### config.mk
export PLATFORM = sky130hd
export DESIGN_NAME = sad4x4_min_tracker
export DESIGN_NICKNAME = d
export VERILOG_FILES = /design/src/rtl/sad_pkg.sv /design/src/rtl/sad_pixel_bank.sv /design/src/rtl/sad_absdiff_tree.sv /design/src/rtl/sad_min_keeper.sv /design/src/rtl/sad4x4_min_tracker.sv
export SDC_FILE = /design/constraint.sdc
export NUM_CORES = 1
export LEC_CHECK = 0
export BUFFER_PORTS_ARGS = -buffer_cell sky130_fd_sc_hd__buf_2
export CAP_MARGIN = 20
export CORE_UTILIZATION = 30
export CTS_BUF_LIST = sky130_fd_sc_hd__clkbuf_2
export DETAILED_ROUTE_END_ITERATION = 10
export PLACE_DENSITY = 0.53
export SLEW_MARGIN = 25
export SYNTH_ARGS = -nofsm -noshare
export SYNTH_HDL_FRONTEND = slang
export SYNTH_HIERARCHICAL = 1
export SYNTH_SLANG_ARGS = --single-unit
### constraint.sdc
create_clock -name clk -period 11.8 [get_ports clk]
set_input_delay 0.59 -clock clk [delete_from_list [all_inputs] [get_ports clk]]
set_output_delay 0.59 -clock clk [all_outputs]
set_load 0.005 [all_outputs]
### src/rtl/sad_pkg.sv
package sad_pkg;

  // Bits needed to select one of n rows (at least one bit).
  function automatic int row_bits(input int n);
    return (n > 1) ? $clog2(n) : 1;
  endfunction

  // Bits for a sum of npix unsigned pixels of pix_w bits.
  function automatic int sad_bits(input int pix_w, input int npix);
    return pix_w + ((npix > 1) ? $clog2(npix) : 0);
  endfunction

  // Largest value a SAD can take.
  function automatic int sad_max(input int pix_w, input int npix);
    return npix * ((1 << pix_w) - 1);
  endfunction

endpackage

### src/rtl/sad_pixel_bank.sv
module sad_pixel_bank #(
  parameter int PIX_W = 8,
  parameter int ROWS  = 4,
  parameter int COLS  = 4
) (
  input  logic                        clk,
  input  logic                        rst,
  input  logic                        we,
  input  logic [sad_pkg::row_bits(ROWS)-1:0] row,
  input  logic [COLS*PIX_W-1:0]       word,
  output logic [ROWS*COLS*PIX_W-1:0]  pix_flat
);
  localparam int WORD_W = COLS * PIX_W;

  // All rows are read in parallel every cycle, so the bank stays in flops.
  logic [WORD_W-1:0] rows_q [ROWS];

  always_ff @(posedge clk) begin
    if (rst) begin
      for (int r = 0; r < ROWS; r++) rows_q[r] <= '0;
    end else if (we && (int'(row) < ROWS)) begin
      rows_q[row] <= word;
    end
  end

  for (genvar r = 0; r < ROWS; r++) begin : g_flat
    assign pix_flat[r*WORD_W +: WORD_W] = rows_q[r];
  end

endmodule

### src/rtl/sad_absdiff_tree.sv
module sad_absdiff_tree #(
  parameter int PIX_W = 8,
  parameter int ROWS  = 4,
  parameter int COLS  = 4
) (
  input  logic [ROWS*COLS*PIX_W-1:0] cur_flat,
  input  logic [ROWS*COLS*PIX_W-1:0] ref_flat,
  output logic [sad_pkg::sad_bits(PIX_W, ROWS*COLS)-1:0] sad
);
  localparam int NPIX  = ROWS * COLS;
  localparam int ROW_W = sad_pkg::sad_bits(PIX_W, COLS);
  localparam int SAD_W = sad_pkg::sad_bits(PIX_W, NPIX);

  logic [PIX_W-1:0] absd [NPIX];
  logic [ROW_W-1:0] rsum [ROWS];

  // Sixteen parallel subtract-and-magnitude lanes.
  always_comb begin
    for (int i = 0; i < NPIX; i++) begin
      logic [PIX_W-1:0] a, b;
      a = cur_flat[i*PIX_W +: PIX_W];
      b = ref_flat[i*PIX_W +: PIX_W];
      absd[i] = (a >= b) ? (a - b) : (b - a);
    end
  end

  // First level: one adder per row.
  for (genvar r = 0; r < ROWS; r++) begin : g_row
    always_comb begin
      rsum[r] = '0;
      for (int c = 0; c < COLS; c++)
        rsum[r] = rsum[r] + ROW_W'(absd[r*COLS + c]);
    end
  end

  // Second level: add the row sums.
  always_comb begin
    sad = '0;
    for (int r = 0; r < ROWS; r++)
      sad = sad + SAD_W'(rsum[r]);
  end

endmodule

### src/rtl/sad_min_keeper.sv
module sad_min_keeper #(
  parameter int SAD_W = 12,
  parameter int IDX_W = 8
) (
  input  logic             clk,
  input  logic             rst,
  input  logic             start,
  input  logic             clr,
  input  logic [SAD_W-1:0] sad_in,
  output logic             done,
  output logic [SAD_W-1:0] sad_q,
  output logic [SAD_W-1:0] min_q,
  output logic [IDX_W-1:0] idx_q
);
  logic [IDX_W-1:0] cnt_q;
  logic [SAD_W-1:0] base_min;
  logic [IDX_W-1:0] base_cnt;
  logic [IDX_W-1:0] base_idx;
  logic             better;

  // A clear applies ahead of a candidate evaluated in the same cycle.
  always_comb begin
    base_min = clr ? '1 : min_q;
    base_cnt = clr ? '0 : cnt_q;
    base_idx = clr ? '0 : idx_q;
    better   = (sad_in < base_min);
  end

  always_ff @(posedge clk) begin
    if (rst) begin
      done  <= 1'b0;
      sad_q <= '0;
      min_q <= '1;
      idx_q <= '0;
      cnt_q <= '0;
    end else begin
      done <= start;
      if (start) begin
        sad_q <= sad_in;
        cnt_q <= base_cnt + 1'b1;
        min_q <= better ? sad_in : base_min;
        idx_q <= better ? base_cnt : base_idx;
      end else if (clr) begin
        min_q <= '1;
        idx_q <= '0;
        cnt_q <= '0;
      end
    end
  end

endmodule

### src/rtl/sad4x4_min_tracker.sv
module sad4x4_min_tracker #(
  parameter int PIX_W = 8,
  parameter int ROWS  = 4,
  parameter int COLS  = 4,
  parameter int IDX_W = 8
) (
  input  logic                                           clk,
  input  logic                                           rst,
  input  logic                                           cur_we,
  input  logic [sad_pkg::row_bits(ROWS)-1:0]             cur_row,
  input  logic [COLS*PIX_W-1:0]                          cur_word,
  input  logic                                           ref_we,
  input  logic [sad_pkg::row_bits(ROWS)-1:0]             ref_row,
  input  logic [COLS*PIX_W-1:0]                          ref_word,
  input  logic                                           clr,
  input  logic                                           start,
  output logic                                           done,
  output logic [sad_pkg::sad_bits(PIX_W, ROWS*COLS)-1:0] sad,
  output logic [sad_pkg::sad_bits(PIX_W, ROWS*COLS)-1:0] min_sad,
  output logic [IDX_W-1:0]                               min_idx
);
  localparam int NPIX   = ROWS * COLS;
  localparam int FLAT_W = NPIX * PIX_W;
  localparam int SAD_W  = sad_pkg::sad_bits(PIX_W, NPIX);

  logic [FLAT_W-1:0] cur_flat;
  logic [FLAT_W-1:0] ref_flat;
  logic [SAD_W-1:0]  sad_comb;

  sad_pixel_bank #(.PIX_W(PIX_W), .ROWS(ROWS), .COLS(COLS)) u_cur_bank (
    .clk(clk), .rst(rst), .we(cur_we), .row(cur_row), .word(cur_word),
    .pix_flat(cur_flat)
  );

  sad_pixel_bank #(.PIX_W(PIX_W), .ROWS(ROWS), .COLS(COLS)) u_ref_bank (
    .clk(clk), .rst(rst), .we(ref_we), .row(ref_row), .word(ref_word),
    .pix_flat(ref_flat)
  );

  sad_absdiff_tree #(.PIX_W(PIX_W), .ROWS(ROWS), .COLS(COLS)) u_tree (
    .cur_flat(cur_flat), .ref_flat(ref_flat), .sad(sad_comb)
  );

  sad_min_keeper #(.SAD_W(SAD_W), .IDX_W(IDX_W)) u_keep (
    .clk(clk), .rst(rst), .start(start), .clr(clr), .sad_in(sad_comb),
    .done(done), .sad_q(sad), .min_q(min_sad), .idx_q(min_idx)
  );

endmodule

==> results of run 1 <==
sequential cells by signal, summed over array words and instances (netlist names):
signal             flops
u_cur_bank/rows_q    128
u_keep/min_q          12
u_keep/done            1
u_ref_bank/rows_q    128
u_keep/cnt_q           8
u_keep/idx_q           8
u_keep/sad_q          12
area by class of cell:
class	instances	area [um^2]
diodes	10	25.0
inverters	400	1500
fillers	8388	54300
multi-input cells	1614	14400
flip-flops and latches	297	8510
clock inverters	33	190
repair buffers	190	1360
well taps	1070	1340
clock buffers	117	586
stage by stage:
step | worst slack (ns) | util, % | cells
6_report | 2.44 | 34.0 | 3731
5_1_grt | 1.93 | 33.9 | 3726
4_1_cts | 2.43 | 33.9 | 3720
3_5_place_dp | 2.51 | 32.1 | 3498
3_3_place_gp | 2.30 | 32.1 | 3498
2_1_floorplan | 3.61 | - | 2399
cell families (layout without fill, tap and decap cells):
kind of cell / Yosys count / count (layout)
adders and majority gates: 413 / 413
xor gates and xnor gates: 107 / 107
AOI/OAI and AO/OA: 386 / 386
buffers and inverters: 488 / 740
muxes: 139 / 139
DFF: 297 / 297
and+or+nand+nor: 569 / 569
other: 0 / 10
layer usage:
metal  GRT usage, %  vias up  part of all wire, %
met3           2.63      123                  4.6
met1           22.5     8611                   45
met4           6.21        0                  3.1
met2           28.2      507                   47
met5              0        -                    0
li1               -     8472                    -
timing repair:
action / 4_1_cts / 5_1_grt
hold buffers: 72 / 0
endpoints found under the hold margin: 273 / 0
endpoints found under the setup margin: 0 / 0
worst min-delay path: cells and delay by family:
kind,cells,cell delay (ns)
buffers and inverters,2,0.68
AND/OR/NAND/NOR,1,0.14
placed cells by master (no fill, tap or decap), types with 41 or more instances in the layout:
master,Yosys,final
nand2_1,75,75
a21oi_1,102,102
buf_2,24,106
inv_1,400,400
xor2_1,65,65
ha_1,273,273
mux2i_1,128,128
and2_1,243,243
xnor2_1,42,42
a21o_1,78,78
fa_1,140,140
dfxtp_1,41,41
nor2_1,92,92
dlygate4sd3_1,0,72
clkbuf_2,2,117
o21ai_0,67,67
edfxtp_1,256,256
worst paths after layout:
path	from	end	slack (ns)
hold / removal	cur_word[7]	u_cur_bank/rows_q[2][7]	0.41
setup reg to reg	u_cur_bank/rows_q[0][24]	u_keep/min_q[7]	2.44
setup / recovery	u_cur_bank/rows_q[0][24]	u_keep/min_q[7]	2.44
hold reg to reg	u_keep/cnt_q[7]	u_keep/idx_q[7]	0.45
==> results_dict.tcl, run 1 <==
set metrics [dict create \
    ys_types 61 \
    synth_fp_nets 2886 \
    synth_xor_xnor_area_share_pct 3.75 \
    final_area_um2 27900 \
    yosys-top-cells-area "edfxtp_1 (31%), ha_1 (14%), fa_1 (11%)" \
    ioPinCount 107 \
    finClkSkew_ns 0.0986 \
    period_minus_slack_ns 9.36 \
    core_um2 82200 \
    dpl.hpwl_um 54800 \
    final.setup.tns_ns 0 \
    clock-root-buffer "clkbuf_2" \
    cts_made_buffers 86 \
    tritoncts "built" \
    worstHoldPathCells 3 \
    final.period_utilization_pct 79.3 \
    rsz0062_at_grt "false" \
    first_pass_iters 5 \
    synth_compound_area_share_pct 10.4 \
    ant_nets 0 \
    syn_avg_cell_area_um2 10.4 \
    yosysTopAreaCellShare_pct 30.8 \
    synth_edf_count 256 \
    ys_seq_elements 297 \
    cp.depth 31 \
    worstSetupStartpointType "flip-flop" \
    synth_commonest_cells "inv_1 (400), ha_1 (273), edfxtp_1 (256), and2_1 (243), fa_1 (140)" \
    avgViaCountPerCell 4.75 \
    cts.sink_count 297 \
    critPathSlowestCell "and3_2" \
    synth-seq-area-share_pct 34.1 \
    drt-initial-drc-count 982 \
    crit_top_cell "fa_1" \
    synthCells 2399 \
    grt_max_degree 48 \
    cts_max_path_buffers 3 \
    vias 17700 \
    post_cts_resized 0 \
    synth_top_family_by_area "adder cells" \
    critical_path_arrival_ns 10.32 \
    synthSimpleGateAreaFrac_pct 12.8 \
    track_usage_pct 17.0 \
    synthMuxAreaShare_pct 5.63 \
    finalHoldViolCount 0 \
    setup_viol 0 \
    fmax_mhz 107 \
    grt_overflow 0 \
    gp_congestion 0.876 \
    path_clk_slew_ns 0.11 \
    worst_pin_slew_ns 0.941 \
    synth_area_um2 25000 \
    r2r_cells 31 \
    crit_buf_inv 5 \
    max-slew-margin-rel_pct 37.2 \
    nets 3076 \
    synth_flop_cell "edfxtp_1" \
    wl_per_cell_um 19.3 \
    async_reset_ff_share_pct 0 \
    initial_core_util_pct 30.3 \
    worstPathRequired_ns 12.76 \
    synth.most_common_cell "inv_1" \
    grt_pass1_vias 18100 \
    insertion_delay_ns 1.13 \
    critPathCaptureType "flip-flop" \
    wl_um 72100 \
    io_buffers 106 \
    hold_ws_ns 0.407 \
    slew_violations 0 \
    yosys.area_share.adder_pct 24.9 \
    max_stage_delay_ns 0.61 \
    die-area_um2 84300 \
    row_count 105 \
    place_area_um2 26400 \
    status "complete, no violations" \
    postCtsSetupBuffers 0 \
    grt_pass1_wl_um 108000 \
    synth-warning-count 6 \
    drcViolationCount 0 \
    dieHeight_um 290 \
    crit_fanout 20 \
    area_delta_synth_final_pct 11.9 \
    crit_type "flip-flop to flip-flop" \
    synth_top_area_cell "edfxtp_1" \
    drive_gt1_share_pct 11.2 \
    dieWidth_um 290 \
    hold_class "input port to flip-flop" \
    antenna_found_initial 18 \
    drv_cap 0 \
    htree_levels 3 \
    cp_top_family "adder cells" \
]
Power of run 1 is left out: the tool's default activity adds up to more than one toggle a clock period on the data nets, which glitch-free logic cannot reach.
==> inputs of run 2 (changes only) <==
--- a/config.mk
+++ b/config.mk
@@ -5,12 +5,13 @@
 export SDC_FILE = /design/constraint.sdc
 export NUM_CORES = 1
 export LEC_CHECK = 0
+export ABC_AREA = 1
 export BUFFER_PORTS_ARGS = -buffer_cell sky130_fd_sc_hd__buf_2
 export CAP_MARGIN = 20
 export CORE_UTILIZATION = 30
 export CTS_BUF_LIST = sky130_fd_sc_hd__clkbuf_2
 export DETAILED_ROUTE_END_ITERATION = 10
-export PLACE_DENSITY = 0.53
+export PLACE_DENSITY = 0.54
 export SLEW_MARGIN = 25
 export SYNTH_ARGS = -nofsm -noshare
 export SYNTH_HDL_FRONTEND = slang
==> constraint.sdc (replaced) <==
create_clock -name clk -period 7.7 [get_ports clk]
set_input_delay 0.385 -clock clk [delete_from_list [all_inputs] [get_ports clk]]
set_output_delay 0.385 -clock clk [all_outputs]
set_load 0.005 [all_outputs]
==> run 2 against run 1 <==
Sequential share of layout area down 4.4 points. Register-to-register slack worse by 2.2 ns. Count of clock-buffer cells in the layout fell by 4. Via count rose by 33%. Final cell count up 42%. Die area rose by 13%. Routed wire length up 17%. Core utilization rose by 0.93 points. Flip-flop and latch count stayed put. Cell area grew 17%. Worst setup slack worse by 2.2 ns. Critical endpoint is now u_keep/min_q[10]. Highest routed layer unchanged.
==> results_dict.tcl, run 2 <==
set metrics [dict create \
    slew_violations 0 \
    synth-seq-area-share_pct 30.0 \
    drcViolationCount 0 \
    final_common_cell "nand2_1" \
    fin_util_pct 34.9 \
    grt_max_degree 39 \
    worst_pin_slew_ns 0.979 \
    final.period_utilization_pct 96.4 \
    synth_flop_cell "edfxtp_1" \
    io_buffers 106 \
    final_cell_mix "nand2_1 (868), inv_1 (833), nor2_1 (380)" \
    period_minus_slack_ns 7.43 \
    avgViaCountPerCell 4.44 \
    drt-initial-drc-count 1369 \
    wl_per_cell_um 15.9 \
    dpl.cell_count 5043 \
    nets 4469 \
    critical_path_arrival_ns 8.36 \
    synth.most_common_cell "nand2_1" \
    fin_ws_ns 0.273 \
    die-area_um2 95700 \
    drive_gt1_share_pct 14.6 \
    worstSetupStartpointType "flip-flop" \
    max_stage_delay_ns 0.63 \
    finClkSkew_ns 0.107 \
    async_reset_ff_share_pct 0 \
    core_um2 93500 \
    critPathSlowestCell "fa_2" \
    ys_types 42 \
    synth_commonest_cells "nand2_1 (908), inv_1 (843), nor2_1 (388), nand3_1 (304), ha_1 (273)" \
    synth_edf_count 256 \
    yosysTopAreaCellShare_pct 27.1 \
    initial_core_util_pct 30.3 \
    synth_fp_nets 4187 \
    grt_overflow 0 \
    first_pass_iters 6 \
    crit_fanout 6 \
    tritoncts "built" \
    hold_class "input port to flip-flop" \
    grt_pass1_vias 22700 \
    ant_nets 0 \
    cts_made_buffers 86 \
    crit_type "flip-flop to flip-flop" \
    synth_area_um2 28300 \
    worstPathRequired_ns 8.64 \
    max-slew-margin-rel_pct 34.8 \
    row_count 112 \
    cts_max_path_buffers 3 \
    critPathCaptureType "flip-flop" \
    dieHeight_um 309 \
    vias 23600 \
    setup_viol 0 \
    drv_cap 0 \
    synthCells 3700 \
    insertion_delay_ns 1.11 \
    n_fill_cell 10000 \
    synth_top_area_cell "edfxtp_1" \
    synth-warning-count 6 \
    clock-root-buffer "clkbuf_2" \
    pre_cts_ws_ns -0.0900 \
    finalHoldViolCount 0 \
    gp_congestion 0.902 \
    fmax_mhz 135 \
    worst-r2r-setup-slack_ns 0.27 \
    area_delta_synth_final_pct 15.1 \
    cts.sink_count 297 \
    fin_cells 5302 \
    syn_avg_cell_area_um2 7.66 \
    wl_um 84300 \
    yosys-top-cells-area "edfxtp_1 (27%), ha_1 (12%), nand2_1 (12%)" \
    htree_levels 3 \
    track_usage_pct 17.6 \
    grt_pass1_wl_um 127000 \
    dieWidth_um 309 \
    path_clk_slew_ns 0.09 \
    reg_top3 "u_cur_bank/rows_q x128, u_ref_bank/rows_q x128" \
    ys_seq_elements 297 \
    status "complete, no violations" \
    dpl.hpwl_um 63700 \
    antenna_found_initial 2 \
    ioPinCount 107 \
]
-- run 2: path summary, 6_finish.rpt --
| path | cells past startpoint | startpoint | to |
|---|---|---|---|
| max | 35 | u_cur_bank/rows_q[3][16] | u_keep/min_q[10] |
| min | 3 | cur_row[1] | u_cur_bank/rows_q[2][6] |
| max reg2reg | 35 | u_cur_bank/rows_q[3][16] | u_keep/min_q[10] |
| min reg2reg | 2 | u_keep/sad_q[11] | u_keep/sad_q[11] |
-- run 2: final cells by class --
type | count | area, um^2 | share of cell area, %
antenna | 4 | 10.0 | 0.0307
clock buffer | 113 | 566 | 1.73
clock inverter | 37 | 234 | 0.717
inverter | 858 | 3220 | 9.88
multi-input combinational | 2461 | 16400 | 50.4
sequential | 297 | 8510 | 26.1
tap | 1254 | 1570 | 4.81
timing repair buffer | 278 | 2080 | 6.38
-- run 2: kinds of logic after synthesis --
group | Yosys count | synth area share, %
flops | 297 | 30.0
simple gates | 1745 | 26.8
compound gates | 206 | 4.16
xor+xnor | 95 | 2.94
fa+ha+maj | 413 | 22.0
buf+inv | 944 | 14.1
-- run 2: per-layer routing --
layer	track usage [%]	up-vias	wire, um	part of all wire (%)
met4	5.03	0	1820	2.2
met3	2.56	106	3830	4.5
met1	22.9	11000	38100	45
li1	-	11900	-	-
met5	0	-	0	0
met2	30.0	491	40600	48
-- run 2: timing repair --
action	4_1_cts	5_1_grt
resized for setup	3	156
pin swaps	0	64
hold buffers	76	0
buffers inserted	0	25
setup endpoints to repair	20	20
hold endpoints to repair	306	0
gates cloned	0	4
-- run 2: critical path: cells and delay by family, from the launching register on --
family	cells	cell delay, ns
compound gates	4	0.60
fa+ha+maj	10	4.31
buf+inv	7	0.62
flops	1	0.40
simple gates	14	1.36
-- run 2: stage by stage --
step / hold slack (ns) / TNS (ns) / cell area, um^2
floorplan: 0.457 / 0 / 28300
global placement: 0.464 / -2.08 / 30200
detailed placement: 0.467 / -1.51 / 30200
CTS: 0.0000249 / 0 / 31800
global route: 0.0366 / -0.176 / 32600
finish: 0.119 / 0 / 32600
Power of run 2 is left out for the same reason.
==> inputs of run 3 (changes only) <==
--- a/config.mk
+++ b/config.mk
@@ -8,10 +8,10 @@
 export ABC_AREA = 1
 export BUFFER_PORTS_ARGS = -buffer_cell sky130_fd_sc_hd__buf_2
 export CAP_MARGIN = 20
-export CORE_UTILIZATION = 30
+export CORE_UTILIZATION = 55
 export CTS_BUF_LIST = sky130_fd_sc_hd__clkbuf_2
 export DETAILED_ROUTE_END_ITERATION = 10
-export PLACE_DENSITY = 0.54
+export PLACE_DENSITY = 0.83
 export SLEW_MARGIN = 25
 export SYNTH_ARGS = -nofsm -noshare
 export SYNTH_HDL_FRONTEND = slang
==> run 3 against run 2 <==
Via count up 5.1%. First-iteration DRC count up 65%. Critical endpoint is now u_keep/min_q[11]. Critical path type unchanged. Largest cell class unchanged. Global-route usage up 12 points.
==> results_dict.tcl, run 3 (synthesis gave the netlist of run 2 again) <==
set metrics [dict create \
    nets 4449 \
    ioPinCount 107 \
    clock-root-buffer "clkbuf_2" \
    insertion_delay_ns 1.15 \
    antenna_found_initial 1 \
    n_fill_cell 4340 \
    avgViaCountPerCell 5.27 \
    cts.sink_count 297 \
    path_clk_slew_ns 0.09 \
    final.setup.tns_ns 0 \
    multi_input_area_um2 16500 \
    critPathSlowestCell "fa_1" \
    hold_class "input port to flip-flop" \
    cts_max_path_buffers 3 \
    dieHeight_um 229 \
    worstSetupStartpointType "flip-flop" \
    final_common_cell "nand2_1" \
    fin_util_pct 62.9 \
    reg_top3 "u_cur_bank/rows_q x128, u_ref_bank/rows_q x128" \
    initial_core_util_pct 56.1 \
    hold_path.startpoint "cur_row[0]" \
    first_pass_iters 6 \
    final_cell_mix "nand2_1 (877), inv_1 (832), nor2_1 (387)" \
    critPathCaptureType "flip-flop" \
    finClkSkew_ns 0.121 \
    met1_usage_pct 37.5 \
    finalHoldViolCount 0 \
    seq_area_um2 8510 \
    dpl.cell_count 4427 \
    drt-initial-drc-count 2260 \
    worstPathRequired_ns 8.64 \
    area_delta_synth_final_pct 12.1 \
    gp_congestion 0.979 \
    fin_cells 4694 \
    dieWidth_um 229 \
    drv_cap 0 \
    grt_overflow 0 \
    ant_nets 0 \
    dpl.hpwl_um 57000 \
    crit_type "flip-flop to flip-flop" \
    wl_per_cell_um 16.8 \
    vias 24800 \
    tritoncts "built" \
    period_minus_slack_ns 7.54 \
    slew_violations 0 \
    crit_fanout 12 \
    row_count 82 \
    io_buffers 106 \
    wl_um 78700 \
    grt_pass1_wl_um 121000 \
    max-slew-margin-rel_pct 26.4 \
    crit_path_start "u_cur_bank/rows_q[1][8]" \
    critical_path_arrival_ns 8.48 \
    use_met2_pct 48.7 \
    grt_pass1_vias 23400 \
    status "complete, no violations" \
    busiest_layer "met2" \
    max_stage_delay_ns 0.59 \
    setup_viol 0 \
    final.period_utilization_pct 97.9 \
    track_usage_pct 29.6 \
    crit_top_cell "fa_1" \
    gr-usage-met3_pct 6.21 \
    fmax_mhz 133 \
    cts_made_buffers 85 \
    die-area_um2 52400 \
    worst_pin_slew_ns 1.10 \
    core_um2 50500 \
    htree_levels 3 \
    drive_gt1_share_pct 14.4 \
    r2r-start "u_cur_bank/rows_q[1][8]" \
    grt_max_degree 39 \
    drcViolationCount 0 \
]
## run 3: cell types whose count changed in the layout (fill, tap and decap cells not counted), moves of 8 or more
cell | before | now
buf_4 | 88 | 72
clkinv_1 | 26 | 18
ha_1 | 262 | 254
nand2_1 | 868 | 877
nand2_2 | 57 | 43
nor2_2 | 20 | 9
## run 3: through the flow
step                      cell area (um^2)  hold slack (ns)  setup slack, ns
final                                31700            0.133            0.159
after global routing                 31700           0.0831           -0.129
after CTS                            30800           0.0165           0.0128
after detailed placement             29200            0.460           -0.158
after global placement               29200            0.461          0.00150
after floorplan                      28300            0.457            0.569
## run 3: area by class of cell
class                   count  area share, %
multi-input cells        2462           51.9
flip-flops and latches    297           26.8
inverters                 858           10.1
repair buffers            258           6.06
well taps                 672           2.65
clock buffers             114           1.80
clock inverters            32          0.686
diodes                      1        0.00788
## run 3: critical path: cells and delay by family, from the launching register on
kind	cells	cell delay [ns]
fa+ha+maj	11	4.55
buf+inv	9	0.71
simple gates	15	1.54
compound gates	2	0.20
flops	1	0.40
## run 3: what timing repair did
action	CTS	global route
hold buffers	74	0
setup buffers	0	41
cloned	0	5
endpoints found under the hold margin	297	0
endpoints found under the setup margin	20	20
gates resized for setup	6	155
pin swaps	0	65
## run 3: routing by layer
layer / wire, um / vias up
li1: - / 11900
met1: 31300 / 11500
met2: 36600 / 1136
met3: 7470 / 217
met4: 3280 / 0
met5: 0 / -
## run 3: final timing paths
path | end | slack (ns) | cells after the start
worst max register to register | u_keep/min_q[11] | 0.16 | 37
worst min-delay path | u_cur_bank/rows_q[1][3] | 0.13 | 3
worst max-delay path | u_keep/min_q[11] | 0.16 | 37
worst min register to register | u_keep/sad_q[2] | 0.47 | 2
Power of run 3 is left out for the same reason.
